`src/rtl/pinmux_pkg.sv`:
```
package pinmux_pkg;

    localparam int BYTE_W = 8;

    // Register addresses decoded by software
    localparam logic [7:0] ADR_CFG1  = 8'h40;
    localparam logic [7:0] ADR_STAT2 = 8'h42;
    localparam logic [7:0] ADR_CFG2  = 8'h73;
    localparam logic [7:0] ADR_CFG3  = 8'h78;
    localparam logic [7:0] ADR_CFG4  = 8'h7C;
    localparam logic [7:0] ADR_CFG5  = 8'h7D;

    localparam logic [7:0] RST_CFG1 = 8'h01;

    // Field positions
    localparam int DIR_BIT = 2;
    localparam int POL_BIT = 3;
    localparam int VAL_BIT = 5;

    typedef enum logic [1:0] {
        ROLE_TACH  = 2'b00,
        ROLE_THERM = 2'b01,
        ROLE_ALERT = 2'b10,
        ROLE_GPIO  = 2'b11
    } pin_role_e;

    typedef struct packed {
        logic [BYTE_W-1:0] cfg1;
        logic [BYTE_W-1:0] cfg2;
        logic [BYTE_W-1:0] cfg3;
        logic [BYTE_W-1:0] cfg4;
        logic [BYTE_W-1:0] cfg5;
        logic [BYTE_W-1:0] stat2;
    } pin_regs_t;

    localparam pin_regs_t REGS_RESET = '{
        cfg1:  RST_CFG1,
        cfg2:  '0,
        cfg3:  '0,
        cfg4:  '0,
        cfg5:  '0,
        stat2: '0
    };

endpackage

```
`src/rtl/pinmux_sync.sv`:
```
module pinmux_sync #(
    parameter int STAGES = 2
) (
    input  logic clk,
    input  logic rst_n,
    input  logic din,
    output logic dout
);
    localparam int SW = (STAGES < 2) ? 2 : STAGES;

    logic [SW-1:0] chain_d, chain_q;

    always_comb begin
        chain_d = {chain_q[SW-2:0], din};
    end

    always_ff @(posedge clk or negedge rst_n) begin
        if (!rst_n) chain_q <= '0;
        else        chain_q <= chain_d;
    end

    assign dout = chain_q[SW-1];
endmodule

```
`src/rtl/pinmux_regs.sv`:
```
module pinmux_regs
    import pinmux_pkg::*;
#(
    parameter int AW = 8
) (
    input  logic              clk,
    input  logic              rst_n,
    input  logic              we,
    input  logic [AW-1:0]     addr,
    input  logic [BYTE_W-1:0] wdata,
    input  logic              pad_lvl,
    output pin_regs_t         regs,
    output logic [BYTE_W-1:0] rdata
);
    pin_regs_t regs_d, regs_q;
    logic      gpio_in;

    always_comb begin
        regs_d = regs_q;
        if (we) begin
            if      (addr == AW'(ADR_CFG1))  regs_d.cfg1  = wdata;
            else if (addr == AW'(ADR_CFG2))  regs_d.cfg2  = wdata;
            else if (addr == AW'(ADR_CFG3))  regs_d.cfg3  = wdata;
            else if (addr == AW'(ADR_CFG4))  regs_d.cfg4  = wdata;
            else if (addr == AW'(ADR_CFG5))  regs_d.cfg5  = wdata;
            else if (addr == AW'(ADR_STAT2)) regs_d.stat2 = wdata;
        end
    end

    always_ff @(posedge clk or negedge rst_n) begin
        if (!rst_n) regs_q <= REGS_RESET;
        else        regs_q <= regs_d;
    end

    assign gpio_in = (pin_role_e'(regs_q.cfg5[1:0]) == ROLE_GPIO) && !regs_q.cfg4[DIR_BIT];

    always_comb begin
        rdata = '0;
        if      (addr == AW'(ADR_CFG1))  rdata = regs_q.cfg1;
        else if (addr == AW'(ADR_CFG2))  rdata = regs_q.cfg2;
        else if (addr == AW'(ADR_CFG3))  rdata = regs_q.cfg3;
        else if (addr == AW'(ADR_CFG4))  rdata = regs_q.cfg4;
        else if (addr == AW'(ADR_CFG5))  rdata = regs_q.cfg5;
        else if (addr == AW'(ADR_STAT2)) begin
            rdata = regs_q.stat2;
            if (gpio_in) rdata[VAL_BIT] = pad_lvl;
        end
    end

    assign regs = regs_q;
endmodule

```
`src/rtl/pinmux_route.sv`:
```
module pinmux_route
    import pinmux_pkg::*;
(
    input  pin_role_e role,
    input  logic      dir_out,
    input  logic      pol_high,
    input  logic      out_val,
    input  logic      therm_req,
    input  logic      alert_req,
    input  logic      pad_lvl,
    output logic      pad_o,
    output logic      pad_oe,
    output logic      tach_o
);
    always_comb begin
        pad_o  = 1'b0;
        pad_oe = 1'b0;
        tach_o = 1'b0;
        unique case (role)
            ROLE_TACH:  tach_o = pad_lvl;
            ROLE_THERM: pad_oe = therm_req;
            ROLE_ALERT: pad_oe = alert_req;
            ROLE_GPIO: begin
                pad_oe = dir_out;
                if (dir_out) pad_o = pol_high ? out_val : ~out_val;
            end
            default: ;
        endcase
    end
endmodule

```
`src/rtl/pinmux_ctrl.sv`:
```
module pinmux_ctrl
    import pinmux_pkg::*;
#(
    parameter int AW          = 8,
    parameter int SYNC_STAGES = 2
) (
    input  logic              clk,
    input  logic              rst_n,
    input  logic              reg_we,
    input  logic [AW-1:0]     reg_addr,
    input  logic [BYTE_W-1:0] reg_wdata,
    output logic [BYTE_W-1:0] reg_rdata,
    input  logic              pad_i,
    output logic              pad_o,
    output logic              pad_oe,
    output logic              pad_sync_o,
    output logic              tach_o,
    input  logic              therm_req_i,
    input  logic              alert_req_i
);
    pin_regs_t regs_q;
    pin_role_e role;
    logic      pad_lvl;

    pinmux_sync #(.STAGES(SYNC_STAGES)) u_sync (
        .clk  (clk),
        .rst_n(rst_n),
        .din  (pad_i),
        .dout (pad_lvl)
    );

    pinmux_regs #(.AW(AW)) u_regs (
        .clk    (clk),
        .rst_n  (rst_n),
        .we     (reg_we),
        .addr   (reg_addr),
        .wdata  (reg_wdata),
        .pad_lvl(pad_lvl),
        .regs   (regs_q),
        .rdata  (reg_rdata)
    );

    assign role = pin_role_e'(regs_q.cfg5[1:0]);

    pinmux_route u_route (
        .role     (role),
        .dir_out  (regs_q.cfg4[DIR_BIT]),
        .pol_high (regs_q.cfg4[POL_BIT]),
        .out_val  (regs_q.stat2[VAL_BIT]),
        .therm_req(therm_req_i),
        .alert_req(alert_req_i),
        .pad_lvl  (pad_lvl),
        .pad_o    (pad_o),
        .pad_oe   (pad_oe),
        .tach_o   (tach_o)
    );

    assign pad_sync_o = pad_lvl;
endmodule

```
`config.mk`:
```
export PLATFORM = sky130hd
export DESIGN_NAME = pinmux_ctrl
export DESIGN_NICKNAME = d
export VERILOG_FILES = /design/src/rtl/pinmux_pkg.sv /design/src/rtl/pinmux_sync.sv /design/src/rtl/pinmux_regs.sv /design/src/rtl/pinmux_route.sv /design/src/rtl/pinmux_ctrl.sv
export SDC_FILE = /design/constraint.sdc
export NUM_CORES = 1
export LEC_CHECK = 0
export BUFFER_PORTS_ARGS = -buffer_cell sky130_fd_sc_hd__buf_2
export CAP_MARGIN = 0
export CELL_PAD_IN_SITES_DETAIL_PLACEMENT = 0
export CELL_PAD_IN_SITES_GLOBAL_PLACEMENT = 1
export CORE_MARGIN = 5
export CORE_UTILIZATION = 45
export CTS_CLUSTER_DIAMETER = 30
export CTS_CLUSTER_SIZE = 12
export DETAILED_ROUTE_END_ITERATION = 10
export PLACE_DENSITY_LB_ADDON = 0.1
export SLEW_MARGIN = 40
export SYNTH_ARGS = -nofsm -noshare
export SYNTH_HDL_FRONTEND = slang
export SYNTH_HIERARCHICAL = 1
export SYNTH_SLANG_ARGS = --single-unit
```
`constraint.sdc`:
```
create_clock -name clk -period 3.8 [get_ports clk]
set_input_delay 0.19 -clock clk [delete_from_list [all_inputs] [get_ports clk]]
set_output_delay 0.19 -clock clk [all_outputs]
set_load 0.05 [all_outputs]
```
# After elaboration in Yosys (flattened, before gate mapping)
# Cells that the tools add are included.
dict set report word_totals {
  output_inout_bits 12
  mem_bits_ro 0
  latchBits 0
  n_memories 0
  register_bits 50
  inputBits 22
  elab_cells 43
  mem_bits_rw 0
}
dict set report op_classes {
  add_sub_neg 0
  eq_ne 9
  multipliers 0
  n_bitwise 6
  n_lt_le_gt_ge 0
  n_mux 12
  reduce_logical 9
  n_shift 0
  n_div 0
}
# cell n
set ops {}
lappend ops {{$eq 8x7->1 const B} 6}
lappend ops {{$mux 8} 6}
lappend ops {{$reduce_and 7->1} 1}
lappend ops {{$not 1->1} 6}
lappend ops {{$reduce_and 6->1} 1}
lappend ops {{$mux 1} 5}
lappend ops {{$reduce_and 5->1} 1}
lappend ops {{$eq 2x2->1 const B} 2}
lappend ops {{$reduce_and 4->1} 1}
lappend ops {{$pmux 1 s3} 1}
lappend ops {{$reduce_and 3->1} 1}
lappend ops {{$eq 2x1->1 const B} 1}
lappend ops {{$logic_not 2->1} 1}
lappend ops {{$reduce_and 2->1} 1}
lappend ops {{$logic_and 1x1->1} 1}
lappend ops {{$logic_not 1->1} 1}

# Longest topological paths before layout
# Gate-level depths: netlist of the first run.
dict set report logic_depth {
  ltp_word 9
  mapped_depth 6
}

# Modules after synthesis
# The synthesis of the first run kept the hierarchy.
# module cells_each seq_area_each_um2 instances area_per_inst_um2
set by_module_without_submodules {}
lappend by_module_without_submodules {pinmux_regs 197 1202.4 1 2597.5}
lappend by_module_without_submodules {pinmux_sync 2 50.0 1 50.0}
lappend by_module_without_submodules {pinmux_route 7 0.0 1 48.8}

# Least setup slack after synthesis of the first run
# OpenSTA, ideal clock, no wires.
dict set report synth_timing {
  path_kind {input to output}
  startpoint {input reg_addr[3]}
  endpoint {output reg_rdata[0]}
  arrival_time_ps 2156
  setup_slack_ps 1454
  stages 5
  required_time_ps 3610
  cell_sequence {buf_4 > or3b_2 > a211oi_2 > a221oi_1 > o21ai_0}
}
dict set report synth_between {
  elab_chain_len 7
}
# item line
set synth_rtl {}
lappend synth_rtl {{start: declaration} pinmux_ctrl.sv:10} ;# input logic [AW-1:0] reg_addr,
lappend synth_rtl {{$eq 8x7->1} pinmux_regs.sv:44} ;# else if (addr == AW'(ADR_STAT2)) begin
lappend synth_rtl {{$mux 8} pinmux_regs.sv:44}
lappend synth_rtl {{$mux 8} pinmux_regs.sv:43} ;# else if (addr == AW'(ADR_CFG5)) rdata = regs_q.cfg5;
lappend synth_rtl {{$mux 8} pinmux_regs.sv:42} ;# else if (addr == AW'(ADR_CFG4)) rdata = regs_q.cfg4;
lappend synth_rtl {{$mux 8} pinmux_regs.sv:41} ;# else if (addr == AW'(ADR_CFG3)) rdata = regs_q.cfg3;
lappend synth_rtl {{$mux 8} pinmux_regs.sv:40} ;# else if (addr == AW'(ADR_CFG2)) rdata = regs_q.cfg2;
lappend synth_rtl {{$mux 8 *} pinmux_regs.sv:39} ;# if (addr == AW'(ADR_CFG1)) rdata = regs_q.cfg1;
lappend synth_rtl {{end: declaration} pinmux_ctrl.sv:12} ;# output logic [BYTE_W-1:0] reg_rdata,
# Every way passes the cells marked *; elsewhere a longest branch is shown, timed or not.

# Worst setup path after layout of the first run
dict set report layout_timing {
  startpoint {input reg_addr[0]}
  endpoint {output reg_rdata[5]}
}
# The elaborated chain is that of the path after synthesis.

==> impl_metrics.tcl, run 1 <==
set metrics [dict create \
    fin_cells 314 \
    path_max_fanout 18 \
    ff2ff_path_depth 1 \
    worst_setup_path_start_kind "primary input" \
    syn-cell-area_um2 2700 \
    wl_per_cell_um 19.9 \
    min_period_ns 2.23 \
    drive_above_1_share_pct 45.2 \
    ff_latch_area_um2 1250 \
    n_fill_cell 512 \
    port_buffers 33 \
    dr.pass1.iters 4 \
    fmax_mhz 448 \
    setup_violations 0 \
    ys.flop_type "dfrtp_1" \
    p_leak_nw 1.47 \
    drcViolationCount 0 \
    rsz0062_at_grt "false" \
    design_area_um2 3010 \
    grt_max_degree 51 \
    vias 1811 \
    synth-seq-cells 50 \
    crit_required_ns 3.61 \
    die_x_um 87.4 \
    core_area_um2 5890 \
    grt_overflow_total 0 \
    drt_wl_total_um 6250 \
    yosysWarnings 6 \
    synthArstFlopShare_pct 100 \
    ctsResizeCount 0 \
    initial_core_util_pct 45.8 \
    areaGrowthSynthToFinish_pct 11.6 \
    clk_latency_ns 0.30 \
    whs_path_depth 2 \
    endpoint_kind "output port" \
    cts_setup_buffers 0 \
    postSynthNetCount 228 \
    clkTransAtPathRegs_ns 0.09 \
    hold_violations 0 \
    tightest_slew_ns 0.613 \
    maxSlewViolCount 0 \
    postCtsHoldBufs 2 \
    synth_top_area_cell "dfrtp_1" \
    ir_drop_v 0.000150 \
    yosysUniqueCellTypes 50 \
    io_pins 34 \
    synth_top_area_share_pct 45.5 \
    p_per_area_nw_per_um2 351 \
    hpwl_um 4520 \
    htree_levels 2 \
    track_usage_pct 17.7 \
    status "completed" \
    drt_iter0_drc 105 \
    post-route-period-util_pct 58.7 \
    row_count 28 \
    fin_skew_ns 0.0000143 \
    cts_tree "done" \
    syn-instance-count 206 \
    cts_buffers 5 \
    drv_cap 0 \
    fin_nets 260 \
    cts_buffer_depth 2 \
    grt_pass1_wl_um 10300 \
    die_area_um2 7640 \
    setup_tns_ns 0 \
    grt_pass1_vias 1994 \
    multi_input_area_um2 1350 \
    place_congestion 0.802 \
    hold_class "in2reg" \
    ys_top_cells_by_area "dfrtp_1 45%, mux2_2 17%, mux2_4 8.9%" \
    insertedDiodeCount 0 \
    placed_cells 304 \
    seq_area_frac_synth_pct 46.5 \
    place_area_um2 2880 \
    antenna_found_initial 0 \
    slew_headroom_pct 59.1 \
    clock-sinks 50 \
    viasPerCell 5.77 \
    ant_nets 0 \
    synth-edff-count 0 \
    critPathArrivalTime_ns 2.04 \
    cts-root-buf "clkbuf_8" \
    critPathKind "in2out" \
    die_h_um 87.4 \
    syn-mean-instance-area_um2 13.1 \
]
-- synthesized netlist by cell type (all sizes together) (3+ instances only) --
library cell	instances
nand2b	4
a22oi	7
and2	3
a211oi	3
mux2	56
dfrtp	49
and3	6
nand2	8
a221o	3
nand4	6
buf	9
nand3	5
nor2	6
inv	5
o22ai	4
-- stage by stage --
step	power, W	hold WS (ns)	util, %	worst slack, ns
final	0.00106	0.193	51.1	1.57
after global routing	0.00110	0.202	51.1	1.44
after CTS	0.00107	0.188	51.1	1.56
after detailed placement	0.000697	0.253	49.0	1.56
after global placement	0.000692	0.300	48.9	1.61
after floorplan	0.000652	-0.106	-	1.45
-- final timing paths --
kind                              startpoint           endpoint  slack (ns)
setup reg to reg              u_regs/regs[9]     u_regs/regs[9]        2.94
hold reg to reg            u_sync/chain_q[0]  u_sync/chain_q[1]        0.35
max in group asynchronous              rst_n    u_regs/regs[12]        2.95
hold / removal                  reg_wdata[0]    u_regs/regs[32]        0.19
min in group asynchronous              rst_n    u_regs/regs[29]        0.44
setup / recovery                 reg_addr[0]       reg_rdata[5]        1.57
-- layer usage --
metal	share of wire [%]	wire, µm	vias to the layer above	track usage, %
met5	0	0	-	0
met1	45	2810	919	23.6
met3	5.1	319	10	3.12
li1	-	-	832	-
met2	48	3030	50	28.8
met4	1.6	103	0	6.00
-- where the power goes --
group	switching, W	internal, W	leakage, nW
Combinational	0.0000642	0.0000490	0.740
Clock	0.000172	0.000197	0.0524
Sequential	0.0000163	0.000557	0.682
-- sequential cells by signal (all words and copies together), names as in the netlist --
name and cells:
u_sync/chain_q 2, u_regs/regs 48
-- layout make-up --
cell class,instances,area share (%)
Clock inverter,1,0.998
Clock buffer,7,2.54
Timing Repair Buffer,35,6.24
Multi-Input combinational cell,141,44.8
Tap cell,75,3.12
Sequential cell,50,41.6
Inverter,5,0.624
-- worst max-delay path, stage by stage --
cell	delay (ns)
buf_2	0.22
nor4b_4	0.37
and3_1	0.59
a311oi_1	0.12
a221o_1	0.34
buf_2	0.21
-- logic make-up after synthesis --
kind of cell / count (synthesis) / share of synthesized area, %
multiplexers: 58 / 26.4
AND/OR/NAND/NOR: 52 / 14.7
flip-flops: 50 / 46.5
AO/OA/AOI/OAI: 30 / 8.63
buffers and inverters: 15 / 3.53
XOR/XNOR: 1 / 0.325
-- cell usage in the layout, fill, tap and decap left out, types with 2 or more instances in the layout --
cell type,netlist,final
nand3b_1,2,2
a31oi_1,2,2
nand2_8,2,2
nand2_1,5,5
o22ai_1,4,4
nor2b_1,2,2
nand3_1,4,4
clkbuf_1,0,2
a2bb2oi_1,2,2
nand2b_1,4,4
nor2_1,5,5
a22oi_1,7,7
dfrtp_1,49,49
and3_1,5,5
nand4_1,5,5
a221o_1,3,3
dlygate4sd3_1,0,2
clkbuf_8,0,5
a21oi_1,2,2
or4b_1,2,2
mux2i_1,2,2
mux2_4,16,16
and2_1,3,3
a211oi_1,2,2
mux2_2,40,40
inv_1,5,5
buf_2,3,32
(Power assumes the default switching activity.)
==> inputs of run 2 (changes only) <==
Settings changed: ABC_AREA from default to 1, CORE_UTILIZATION 45 to 39.
Clock period 3.8 ns to 1.86 ns, I/O delays scaled along.
==> run 2 against run 1 <==
Combinational power up 120%. Worst setup slack worse by 1.4 ns. Non-clock buffer count increased by 2. Via count grew 21%. Power is 98% higher. Synthesized cell count grew 61%. Hold slack worse by 0.15 ns. Sequential cell count did not move. Largest power group unchanged. Die area grew 18%.
==> impl_metrics.tcl, run 2 <==
set metrics [dict create \
    p_per_area_nw_per_um2 660 \
    clkTransAtPathRegs_ns 0.08 \
    grt_max_degree 28 \
    placed_cells 457 \
    clock-sinks 50 \
    setup_violations 0 \
    row_count 31 \
    cpPeakStageDelay_ns 0.48 \
    synthArstFlopShare_pct 100 \
    cts_buffer_depth 2 \
    final_cell_mix "91 x nand2_1, 48 x nand3_1, 47 x dfrtp_1" \
    dp_slack_ns 0.223 \
    largest_reg_flops 48 \
    worst_setup_path_start_kind "register" \
    areaGrowthSynthToFinish_pct 12.5 \
    track_usage_pct 16.0 \
    clk_latency_ns 0.29 \
    path_max_fanout 8 \
    crit_top_cell "nand2_1" \
    fmax_mhz 600 \
    synth-edff-count 0 \
    place_congestion 0.815 \
    dr_wl_met2_um 3230 \
    grt_pass1_wl_um 11000 \
    critPathKind "reg2out" \
    port_buffers 33 \
    viasPerCell 4.70 \
    holdWs_ns 0.0402 \
    drcViolationCount 0 \
    fin_cells 467 \
    path_delay_family "simple AND/OR/NAND/NOR gates" \
    crit_slowest_cell "dfrtp_2" \
    m1WireLength_um 3140 \
    postSynthNetCount 353 \
    cts_buffers 5 \
    seq_area_frac_synth_pct 44.5 \
    endpoint_kind "output port" \
    crit_required_ns 1.77 \
    min_period_ns 1.67 \
    layout_commonest_cell "nand2_1" \
    syn-cell-area_um2 2810 \
    antenna_found_initial 0 \
    synth-seq-cells 50 \
    drt_wl_total_um 6660 \
    insertedDiodeCount 0 \
    top_layer "met4" \
    dr.pass1.iters 4 \
    ys_top_cells_by_area "dfrtp_1 44%, nand2_1 12%, nand3_1 8.5%" \
    io_pins 34 \
    ant_nets 0 \
    routed-wl-met3_um 180 \
    cts_setup_buffers 0 \
    drt_iter0_drc 61 \
    slew_headroom_pct 62.9 \
    syn-instance-count 331 \
    cts-root-buf "clkbuf_8" \
    status "completed" \
    tightest_slew_ns 0.557 \
    core_area_um2 7140 \
    ir_drop_v 0.000335 \
    hpwl_um 5010 \
    hold_violations 0 \
    synth_top_area_share_pct 43.6 \
    finalWorstSetupSlack_ns 0.192 \
    die_area_um2 9010 \
    n_fill_cell 791 \
    die_x_um 94.9 \
    setup_tns_ns 0 \
    cts_tree "done" \
    grt_overflow_total 0 \
    rsz0062_at_grt "false" \
    ys.flop_type "dfrtp_1" \
    fin_skew_ns 0.0000427 \
    power_w 0.00209 \
    crit_chain "nand3_1 -> nand2_1 -> nand2_1 -> nand2_1 -> nand3_1 -> nor2_1 -> nor2_1 -> buf_2" \
    path_buf_inv 1 \
    wl_per_cell_um 14.3 \
    synth_top_area_cell "dfrtp_1" \
    critPathArrivalTime_ns 1.57 \
    syn-mean-instance-area_um2 8.49 \
    synth_most_common_cell "nand2_1" \
    yosysUniqueCellTypes 29 \
    drive_above_1_share_pct 28.8 \
    netlist_top_cells_count "91 x nand2_1, 49 x dfrtp_1, 48 x nand3_1" \
    die_h_um 94.9 \
    grt_pass1_vias 2151 \
    fin_nets 389 \
    maxSlewViolCount 0 \
    post-route-period-util_pct 89.7 \
    initial_core_util_pct 39.4 \
    p_leak_nw 1.65 \
    htree_levels 2 \
    yosysWarnings 6 \
    vias 2196 \
    drv_cap 0 \
    hold_class "in2reg" \
]
## run 2: cell count changes in the layout (fill, tap and decap cells not counted), moves of 8 or more
| cell | previous run | this run |
|---|---|---|
| mux2_2 | 40 | 0 |
| nor2_1 | 5 | 25 |
| o21ai_2 | 0 | 22 |
| nand2_2 | 0 | 8 |
| mux2_4 | 16 | 0 |
| o21a_1 | 0 | 8 |
| inv_1 | 5 | 28 |
| nand2_1 | 5 | 91 |
| nand3_1 | 4 | 48 |
## run 2: worst paths after layout
| check | start | cells after the start | slack, ns | endpoint |
|---|---|---|---|---|
| min reg2reg | u_sync/chain_q[0] | 0 | 0.36 | u_sync/chain_q[1] |
| min | reg_wdata[2] | 3 | 0.04 | u_regs/regs[18] |
| max | u_regs/regs[9] | 8 | 0.19 | reg_rdata[5] |
| min in group asynchronous | rst_n | 2 | 0.31 | u_regs/regs[7] |
| max in group asynchronous | rst_n | 3 | 0.94 | u_regs/regs[40] |
| max reg2reg | u_regs/regs[9] | 1 | 1.07 | u_regs/regs[9] |
## run 2: what timing repair did
action / in CTS / in global routing
hold endpoints to repair: 24 / 0
setup endpoints to repair: 0 / 1
gates resized for setup: 0 / 2
hold buffers: 2 / 0
## run 2: layout make-up
cell class / instances / area [µm²] / share of cell area [%]
sequential: 50 / 1250 / 39.7
timing repair buffer: 37 / 213 / 6.73
tap: 99 / 124 / 3.92
inverter: 35 / 140 / 4.43
clock buffer: 7 / 86.3 / 2.73
multi-input combinational: 238 / 1340 / 42.3
clock inverter: 1 / 5.00 / 0.158
## run 2: cell families (layout without fill, tap and decap cells)
kind of cell	Yosys count	in the layout	share of synthesized area, %
AND/OR/NAND/NOR	197	197	36.4
flip-flops	50	50	44.5
buffers and inverters	43	80	8.01
AO/OA/AOI/OAI	41	41	11.1
## run 2: through the flow
stage               utilization, %  cell area [µm²]
global placement              42.7             3050
floorplan                        -             2820
global route                  44.3             3160
detailed placement            42.7             3050
finish                        44.3             3160
CTS                           44.3             3160
## run 2: layer usage
metal / vias up / track usage [%]
met3: 8 / 2.31
met4: 0 / 4.57
met1: 1025 / 21.3
met2: 28 / 27.0
met5: - / 0
li1: 1135 / -
## run 2: worst min-delay path: stages
cell and delay, ns:
buf_2 0.09, nand3_1 0.07, nand2_1 0.06
## run 2: where the power goes
group	switching, W	internal, W
Clock	0.000353	0.000301
Combinational	0.000165	0.0000845
Sequential	0.0000398	0.00115
Total	0.000557	0.00153
